==> config.mk <==
export PLATFORM = sky130hd
export DESIGN_NAME = sdram_pwr_mode_ctl
export DESIGN_NICKNAME = d
export VERILOG_FILES = /design/src/rtl/sdram_pwr_pkg.sv /design/src/rtl/sdram_pwr_mode_fsm.sv /design/src/rtl/sdram_sref_exit_win.sv /design/src/rtl/sdram_pwr_mode_ctl.sv
export SDC_FILE = /design/constraint.sdc
export NUM_CORES = 1
export LEC_CHECK = 0
export ABC_AREA = 1
export CAP_MARGIN = 5
export CORE_MARGIN = 2
export CORE_UTILIZATION = 35
export DETAILED_ROUTE_END_ITERATION = 16
export GPL_ROUTABILITY_DRIVEN = 0
export PLACE_DENSITY = 0.6
export SYNTH_ARGS = -nofsm -noshare
export SYNTH_HDL_FRONTEND = slang
export SYNTH_SLANG_ARGS = --single-unit
==> constraint.sdc <==
create_clock -name clk -period 1.65 [get_ports clk]
set_input_delay 0.165 -clock clk [delete_from_list [all_inputs] [get_ports clk]]
set_output_delay 0.165 -clock clk [all_outputs]
set_load 0.02 [all_outputs]
==> src/rtl/sdram_pwr_pkg.sv <==
package sdram_pwr_pkg;

   typedef enum logic [1:0] {
      PM_RUN  = 2'd0,
      PM_PDN  = 2'd1,
      PM_SREF = 2'd2,
      PM_SUSP = 2'd3
   } pwr_mode_t;

   typedef enum logic [2:0] {
      CMD_NOP   = 3'd0,
      CMD_INH   = 3'd1,
      CMD_ACT   = 3'd2,
      CMD_RD    = 3'd3,
      CMD_WR    = 3'd4,
      CMD_PRE   = 3'd5,
      CMD_REF   = 3'd6,
      CMD_MRS   = 3'd7
   } dram_cmd_t;

   function automatic logic is_idle_cmd(input dram_cmd_t c);
      return (c == CMD_NOP) || (c == CMD_INH);
   endfunction

endpackage

==> src/rtl/sdram_pwr_mode_fsm.sv <==
module sdram_pwr_mode_fsm
   import sdram_pwr_pkg::*;
#(
   parameter int TRAS_CYC = 5
) (
   input  logic      clk,
   input  logic      rst_n,
   input  logic      cke_prev,
   input  logic      cke_cur,
   input  dram_cmd_t cmd,
   input  logic      banks_idle,
   input  logic      burst_active,
   input  logic      entry_ok,
   output pwr_mode_t mode,
   output logic      sref_exit
);

   localparam int RW = $clog2(TRAS_CYC + 2);
   localparam logic [RW-1:0] RES_MIN = RW'(TRAS_CYC);

   pwr_mode_t     mode_q, mode_d;
   logic [RW-1:0] res_q, res_d;
   logic          falling;

   assign falling = cke_prev && !cke_cur;

   always_comb begin
      mode_d    = mode_q;
      res_d     = res_q;
      sref_exit = 1'b0;
      unique case (mode_q)
         PM_RUN: begin
            if (entry_ok && falling) begin
               if (burst_active) begin
                  mode_d = PM_SUSP;
               end else if (banks_idle && cmd == CMD_REF) begin
                  mode_d = PM_SREF;
                  res_d  = RW'(1);
               end else if (banks_idle && is_idle_cmd(cmd)) begin
                  mode_d = PM_PDN;
               end
            end
         end
         PM_PDN, PM_SUSP: begin
            if (cke_cur) mode_d = PM_RUN;
         end
         PM_SREF: begin
            if (cke_cur && res_q >= RES_MIN) begin
               mode_d    = PM_RUN;
               sref_exit = 1'b1;
            end else if (res_q < RES_MIN) begin
               res_d = res_q + RW'(1);
            end
         end
         default: mode_d = PM_RUN;
      endcase
   end

   always_ff @(posedge clk) begin
      if (!rst_n) begin
         mode_q <= PM_RUN;
         res_q  <= '0;
      end else begin
         mode_q <= mode_d;
         res_q  <= res_d;
      end
   end

   assign mode = mode_q;

endmodule

==> src/rtl/sdram_sref_exit_win.sv <==
module sdram_sref_exit_win
   import sdram_pwr_pkg::*;
#(
   parameter int TXSR_CYC      = 4,
   parameter int MIN_EXIT_NOPS = 2,
   parameter bit NOP_ONLY_CNT  = 1'b1
) (
   input  logic      clk,
   input  logic      rst_n,
   input  logic      start,
   input  dram_cmd_t cmd,
   output logic      busy,
   output logic      err
);

   localparam int XW = $clog2(TXSR_CYC + 2);
   localparam int NW = $clog2(MIN_EXIT_NOPS + 2);
   localparam logic [XW-1:0] X_MAX = XW'(TXSR_CYC);
   localparam logic [NW-1:0] N_MAX = NW'(MIN_EXIT_NOPS);

   logic [XW-1:0] cyc_q, cyc_d;
   logic [NW-1:0] nop_q, nop_d;
   logic          busy_q, err_q;
   logic          counted;

   generate
      if (NOP_ONLY_CNT) begin : g_nop_only
         assign counted = (cmd == CMD_NOP);
      end else begin : g_nop_or_inh
         assign counted = is_idle_cmd(cmd);
      end
   endgenerate

   always_comb begin
      cyc_d = (cyc_q >= X_MAX) ? cyc_q : cyc_q + XW'(1);
      nop_d = (nop_q >= N_MAX || !counted) ? nop_q : nop_q + NW'(1);
   end

   always_ff @(posedge clk) begin
      if (!rst_n) begin
         busy_q <= 1'b0;
         err_q  <= 1'b0;
         cyc_q  <= '0;
         nop_q  <= '0;
      end else if (start) begin
         busy_q <= 1'b1;
         cyc_q  <= '0;
         nop_q  <= '0;
      end else if (busy_q) begin
         cyc_q <= cyc_d;
         nop_q <= nop_d;
         if (!is_idle_cmd(cmd)) err_q <= 1'b1;
         if (cyc_d >= X_MAX && nop_d >= N_MAX) busy_q <= 1'b0;
      end
   end

   assign busy = busy_q;
   assign err  = err_q;

endmodule

==> src/rtl/sdram_pwr_mode_ctl.sv <==
module sdram_pwr_mode_ctl
   import sdram_pwr_pkg::*;
#(
   parameter int TRAS_CYC      = 5,
   parameter int TXSR_CYC      = 4,
   parameter int MIN_EXIT_NOPS = 2,
   parameter bit NOP_ONLY_CNT  = 1'b1
) (
   input  logic       clk,
   input  logic       rst_n,
   input  logic       cke_prev,
   input  logic       cke_cur,
   input  logic [2:0] cmd,
   input  logic       banks_idle,
   input  logic       burst_active,
   output logic [1:0] pwr_mode,
   output logic       clk_gate_en,
   output logic       cmd_ready,
   output logic       proto_err
);

   generate
      if (TRAS_CYC < 1) begin : g_bad_tras
         $error("TRAS_CYC must be at least 1");
      end
      if (TXSR_CYC < 1) begin : g_bad_txsr
         $error("TXSR_CYC must be at least 1");
      end
      if (MIN_EXIT_NOPS < 1) begin : g_bad_nops
         $error("MIN_EXIT_NOPS must be at least 1");
      end
   endgenerate

   dram_cmd_t cmd_t;
   pwr_mode_t mode;
   logic      sref_exit;
   logic      win_busy;
   logic      ready;

   assign cmd_t = dram_cmd_t'(cmd);
   assign ready = (mode == PM_RUN) && !win_busy;

   sdram_pwr_mode_fsm #(
      .TRAS_CYC (TRAS_CYC)
   ) u_fsm (
      .clk          (clk),
      .rst_n        (rst_n),
      .cke_prev     (cke_prev),
      .cke_cur      (cke_cur),
      .cmd          (cmd_t),
      .banks_idle   (banks_idle),
      .burst_active (burst_active),
      .entry_ok     (ready),
      .mode         (mode),
      .sref_exit    (sref_exit)
   );

   sdram_sref_exit_win #(
      .TXSR_CYC      (TXSR_CYC),
      .MIN_EXIT_NOPS (MIN_EXIT_NOPS),
      .NOP_ONLY_CNT  (NOP_ONLY_CNT)
   ) u_win (
      .clk   (clk),
      .rst_n (rst_n),
      .start (sref_exit),
      .cmd   (cmd_t),
      .busy  (win_busy),
      .err   (proto_err)
   );

   assign pwr_mode    = mode;
   assign clk_gate_en = (mode == PM_RUN);
   assign cmd_ready   = ready;

endmodule

**Word level (Yosys, flattened, before mapping)**

Cells that the tools add are included.

- $add $sub $neg: 3
- $lt $le $gt $ge: 6
- Equality and inequality tests: 13
- Multiplexer cells: 20
- Bitwise logic cells: 3
- Reduce and logical (&&, ||, !) cells: 20

Operators by type and width:

| kind | count |
|---|---|
| 3-bit two-way mux | 6 |
| 2-bit two-way mux | 7 |
| 3-bit >= comparator (second input constant) | 3 |
| 2-bit by 1-bit != test with 1-bit output (second input constant) | 4 |
| 1-bit logical AND | 7 |
| 3-bit by 1-bit adder with 3-bit output (second input constant) | 2 |
| 2-bit != test (second input constant) | 3 |
| 2-bit one-hot mux with 3 select lines | 1 |
| 3-bit one-hot mux with 2 select lines | 1 |
| 6-bit AND reduction | 1 |
| 1-bit two-way mux | 5 |
| 2-bit == test (second input constant) | 2 |
| 2-bit >= comparator (second input constant) | 2 |
| 4-bit by 2-bit != test with 1-bit output (second input constant) | 1 |
| 4-bit AND reduction | 1 |
| 2-bit OR reduction | 2 |
| 3-bit by 1-bit == test with 1-bit output (second input constant) | 1 |
| 3-bit == test (second input constant) | 1 |
| 1-bit logical NOT | 3 |
| 3-bit logical NOT | 1 |
| 3-bit < comparator (second input constant) | 1 |
| 1-bit NOT | 3 |
| 3-bit AND reduction | 1 |
| 2-bit by 1-bit adder with 2-bit output (second input constant) | 1 |
| other kinds (4) | 5 |

- Register bits: 12
- Input bits: 9

**Longest topological paths before layout**

- Depth after elaboration: 9
- Depth in mapped cells: 10

**Modules after synthesis**

From an unflattened synthesis, not the netlist that was laid out.

- Cell total of the unflattened synthesis: 122
- Area, all modules: 777.0 µm²

By module, submodules not included:

| module | times used | cells an instance | area each (µm²) | sequential area each (µm²) |
|---|---|---|---|---|
| sdram_pwr_mode_fsm | 1 | 70 | 411.6 | 100.1 |
| sdram_sref_exit_win | 1 | 47 | 341.6 | 140.1 |
| sdram_pwr_mode_ctl | 1 | 5 | 23.8 | 0.0 |

**Worst setup path before layout**

Ideal clock, no wire load.

- Kind: register -> register
- Start: register u_fsm.mode_q[0] (netlist: u_fsm.mode[0])
- End: register u_fsm.mode_q[1] (netlist: u_fsm.mode[1])
- Library setup time: 0.066 ns
- Arrival time: 1.332 ns
- Data required time: 1.584 ns
- Slack: 0.252 ns
- Cell stages (with the launch flop): 6
- Clock period less this slack: 1.398 ns
- Cells stage by stage: dfxtp_1 -> nor2_2 -> inv_2 -> nor2_2 -> nand4_1 -> a21oi_2

- Word-level cells in the longest chain between the ends: 5
- Elaborated cells between the ends (all ways): 13

RTL lines:

| what | line | RTL |
|---|---|---|
| from (decl) | sdram_pwr_mode_fsm.sv:21 | `pwr_mode_t mode_q, mode_d;` |
| from (signal assigned) | sdram_pwr_mode_fsm.sv:64 | `mode_q <= mode_d;` |
| 2-bit logical NOT | -- |  |
| via clk_gate_en | sdram_pwr_mode_ctl.sv:17 | `output logic clk_gate_en,` |
| 1-bit logical AND | sdram_pwr_mode_ctl.sv:41 | `assign ready = (mode == PM_RUN) && !win_busy;` |
| via cmd_ready | sdram_pwr_mode_ctl.sv:18 | `output logic cmd_ready,` |
| 1-bit logical AND | sdram_pwr_mode_fsm.sv:33 | `if (entry_ok && falling) begin` |
| 2-bit by 1-bit != test with 1-bit output (no line) | -- |  |
| 4-bit AND reduction (no line) | -- |  |

The timed path passes the listed nets, and every way through them passes these cells.
A chain may end at the register's enable or synchronous reset.

**Worst setup path after layout**

- Start: register u_fsm.mode_q[0] (netlist: u_fsm.mode[0])
- End: output port pwr_mode[0]

RTL lines:

| what | line | RTL |
|---|---|---|
| to (decl) | sdram_pwr_mode_ctl.sv:16 | `output logic [1:0] pwr_mode,` |

No word-level cell between the ends.

==> results by group <==
GRT
  – Vias in the first global route: 655
  – Initial antenna violation count: 0
  – Global Route Usage Sum: 13.7%
  – Global route overflow: 0
  – Pin count of the biggest net entering global routing: 7
  – First-pass GRT wire length: 2670 um

Floorplan
  – Die X: 50.4 um
  – Die Y: 50.4 um
  – Num rows: 16
  – Core Box Area: 0.00200 mm2
  – Full die area: 0.00254 mm2
  – Io pins: 14
  – Initial Utilization: 37.6%

Critical path
  – Worst path max stage delay: 600 ps
  – Crit path cell chain: buf_4 -> clkdlybuf4s50_1
  – Type of the worst setup path: register to primary output
  – WP buf/inv: 2
  – Worst path depth: 2
  – Worst R2R End: u_fsm.res_q[2]
  – RR Startpoint: u_fsm.res_q[1]
  – Worst R2R Path Depth: 10
  – Crit-path max FO: 4
  – Worst path slowest cell: clkdlybuf4s50_1
  – Critical path startpoint category: register
  – Worst R2R Setup Slack: 340 ps
  – Worst EP arrival: around 1400 ps
  – CP required: 1480 ps
  – Critical Path Sink: pwr_mode[0]
  – Largest delay contributor family on the critical path: buffers and inverters
  – CP Capture Type: primary output
  – Critical path origin: u_fsm.mode[0]

Final layout
  – Filler cell count: 221
  – N_diodes: 0
  – Most used cells in the layout excluding fill and tap cells: nand2_1, nor2_1, inv_1
  – Final nets: between 100 and 150
  – Finished Layout Cells: between 150 and 200
  – Share of cells above drive strength 1: between 10% and 20%
  – Area delta synth->final: 25.9%
  – Leading cell type in the layout, fill and taps excluded: nand2_1

Timing
  – Final Cycle Share: 92.7%
  – Fin. max-slew vios: 0
  – Setup violators final: 0
  – Slew @ Worst Pin: approximately 270 ps
  – Minimum clock period: 1530 ps
  – Slew HR: 81.9%
  – Clock Skews: roughly 7.8 ps
  – RSZ-0062 raised after global routing: no
  – Max Fclk: roughly 0.65 GHz
  – Final hold violations: 0
  – Sum Neg Setup Slack: 0 ps

Placed design
  – Hpwl dp: 1270 um
  – IO Port Bufs: 13
  – Post-Place Cells: 153

CTS
  – H-tree levels: 1
  – CTS max path bufs: 2
  – CTS tree: yes
  – CTS buffer count: 3
  – CTS sink cnt: 12
  – Later-pin clock latency in the skew report: 270 ps
  – CTS clk-pin slew, worst paths: 80 ps
  – Cts hold-fix bufs: 0
  – Clk root buf: clkbuf_4

Synthesis
  – Mean Syn Cell Area: 6.73 um2
  – Post-synthesis sequential area ratio: 31.9%
  – Ys Warns: 0
  – Synth Register Bits: 12
  – Syn nets: ~130
  – Synth Cell Area: 753 um2
  – Number of distinct library cells after synthesis: 22
  – Gate count of the mapped netlist: 112

Power
  – Lkg Pwr: 0.428 nW
  – Worst VDD drop: 0.475 mV
  – Cell Pwr Density: 785 mW/mm2

Route
  – Final ANT Viol Nets: 0
  – # DRC: 0
  – Drt first pass iters: 4
  – 1st-iter DRT viols: 10
  – Via count: slightly above 700
  – Final WL: ~1500 um
  – Mean number of vias per cell: ~4.5
  – Wire length per cell: just under 10 um

Worst hold path
  – Worst Hold Class: register to register

Run status
  – Status: completed

Job
  – Max_cap viols: 0
==> power by group <==
group	internal, mW	leakage [nW]	switching (mW)
Sequential	0.308	0.0974	0.0192
Clock	0.0844	0.0138	0.0967
Combinational	0.0994	0.316	0.137
==> area by class of cell <==
type	count	area, um2	share of cell area (%)
multi-input cells	81	442	46.6
flip-flops and latches	12	240	25.3
repair buffers	14	139	14.6
inverters	19	71.3	7.52
well taps	27	33.8	3.56
clock buffers	3	22.5	2.37
==> cell usage after synthesis <==
master,instances,area (um2)
nand3b_1,1,7.51
nor2_4,2,22.5
nand2_2,2,12.5
a21oi_1,6,30.0
nor2_1,18,67.6
nand3_4,1,17.5
inv_2,2,7.51
o21ai_1,3,15.0
a21boi_1,1,7.51
xor2_1,2,17.5
nand4_1,1,6.26
nor2_2,2,12.5
inv_1,17,63.8
dfxtp_1,12,240
nand3_1,4,20.0
a21oi_2,1,8.76
or2_1,1,6.26
nand3_2,1,10.0
ha_1,5,62.6
nand2_1,28,105
nor3_1,1,5.00
o31ai_1,1,7.51
==> layer usage <==
layer  global-route usage, %  vias up  part of all wire, %
met3                    1.79        2                  2.2
met2                    23.2        7                   51
met5                       0        -                    0
met4                    6.76        0                 0.92
li1                        -      381                    -
met1                    16.8      318                   46
==> registers in the layout, indices dropped and copies added (netlist names) <==
register and cells:
u_fsm.mode 2, u_fsm.res_q 3, u_win.busy 1, u_win.cyc_q 3, u_win.err 1, u_win.nop_q 2
==> cells by family (layout without fill, tap and decap cells) <==
| logic type | after synthesis | count (layout) | share of synthesized area, % |
|---|---|---|---|
| xor gates and xnor gates | 2 | 2 | 2.33 |
| DFF | 12 | 12 | 31.9 |
| adders and majority gates | 5 | 5 | 8.31 |
| buffers and inverters | 19 | 36 | 9.47 |
| and+or+nand+nor | 62 | 62 | 38.9 |
| AOI/OAI and AO/OA | 12 | 12 | 9.14 |
==> worst min path at each step <==
stage                    from         to  slack (ps)  cells past startpoint
floorplan               rst_n  u_win.err         280                      2
finish              u_win.err  u_win.err         470                      2
CTS                 u_win.err  u_win.err         470                      2
global placement    u_win.err  u_win.err         450                      2
detailed placement  u_win.err  u_win.err         450                      2
global route        u_win.err  u_win.err         500                      2
==> metrics by stage <==
step	hold slack, ps	setup slack [ps]	instance area (um2)	util (%)	total power [mW]
2_1_floorplan	278	252	753	-	0.488
3_3_place_gp	451	195	925	46.2	0.573
3_5_place_dp	454	169	925	46.2	0.577
4_1_cts	470	30.9	946	47.3	0.757
5_1_grt	501	67.7	948	47.4	0.790
6_report	465	120	948	47.4	0.745
==> what timing repair did <==
item / in CTS / in global routing
gates resized for setup: 1 / 1
buffers inserted: 0 / 0
setup endpoints to repair: 1 / 1
cloned: 0 / 0
==> worst min-delay path, stage by stage (launching register included) <==
cell,delay [ps]
dfxtp_1,330
nand2_1,50
o31ai_1,60
(Power assumes the default switching activity.)
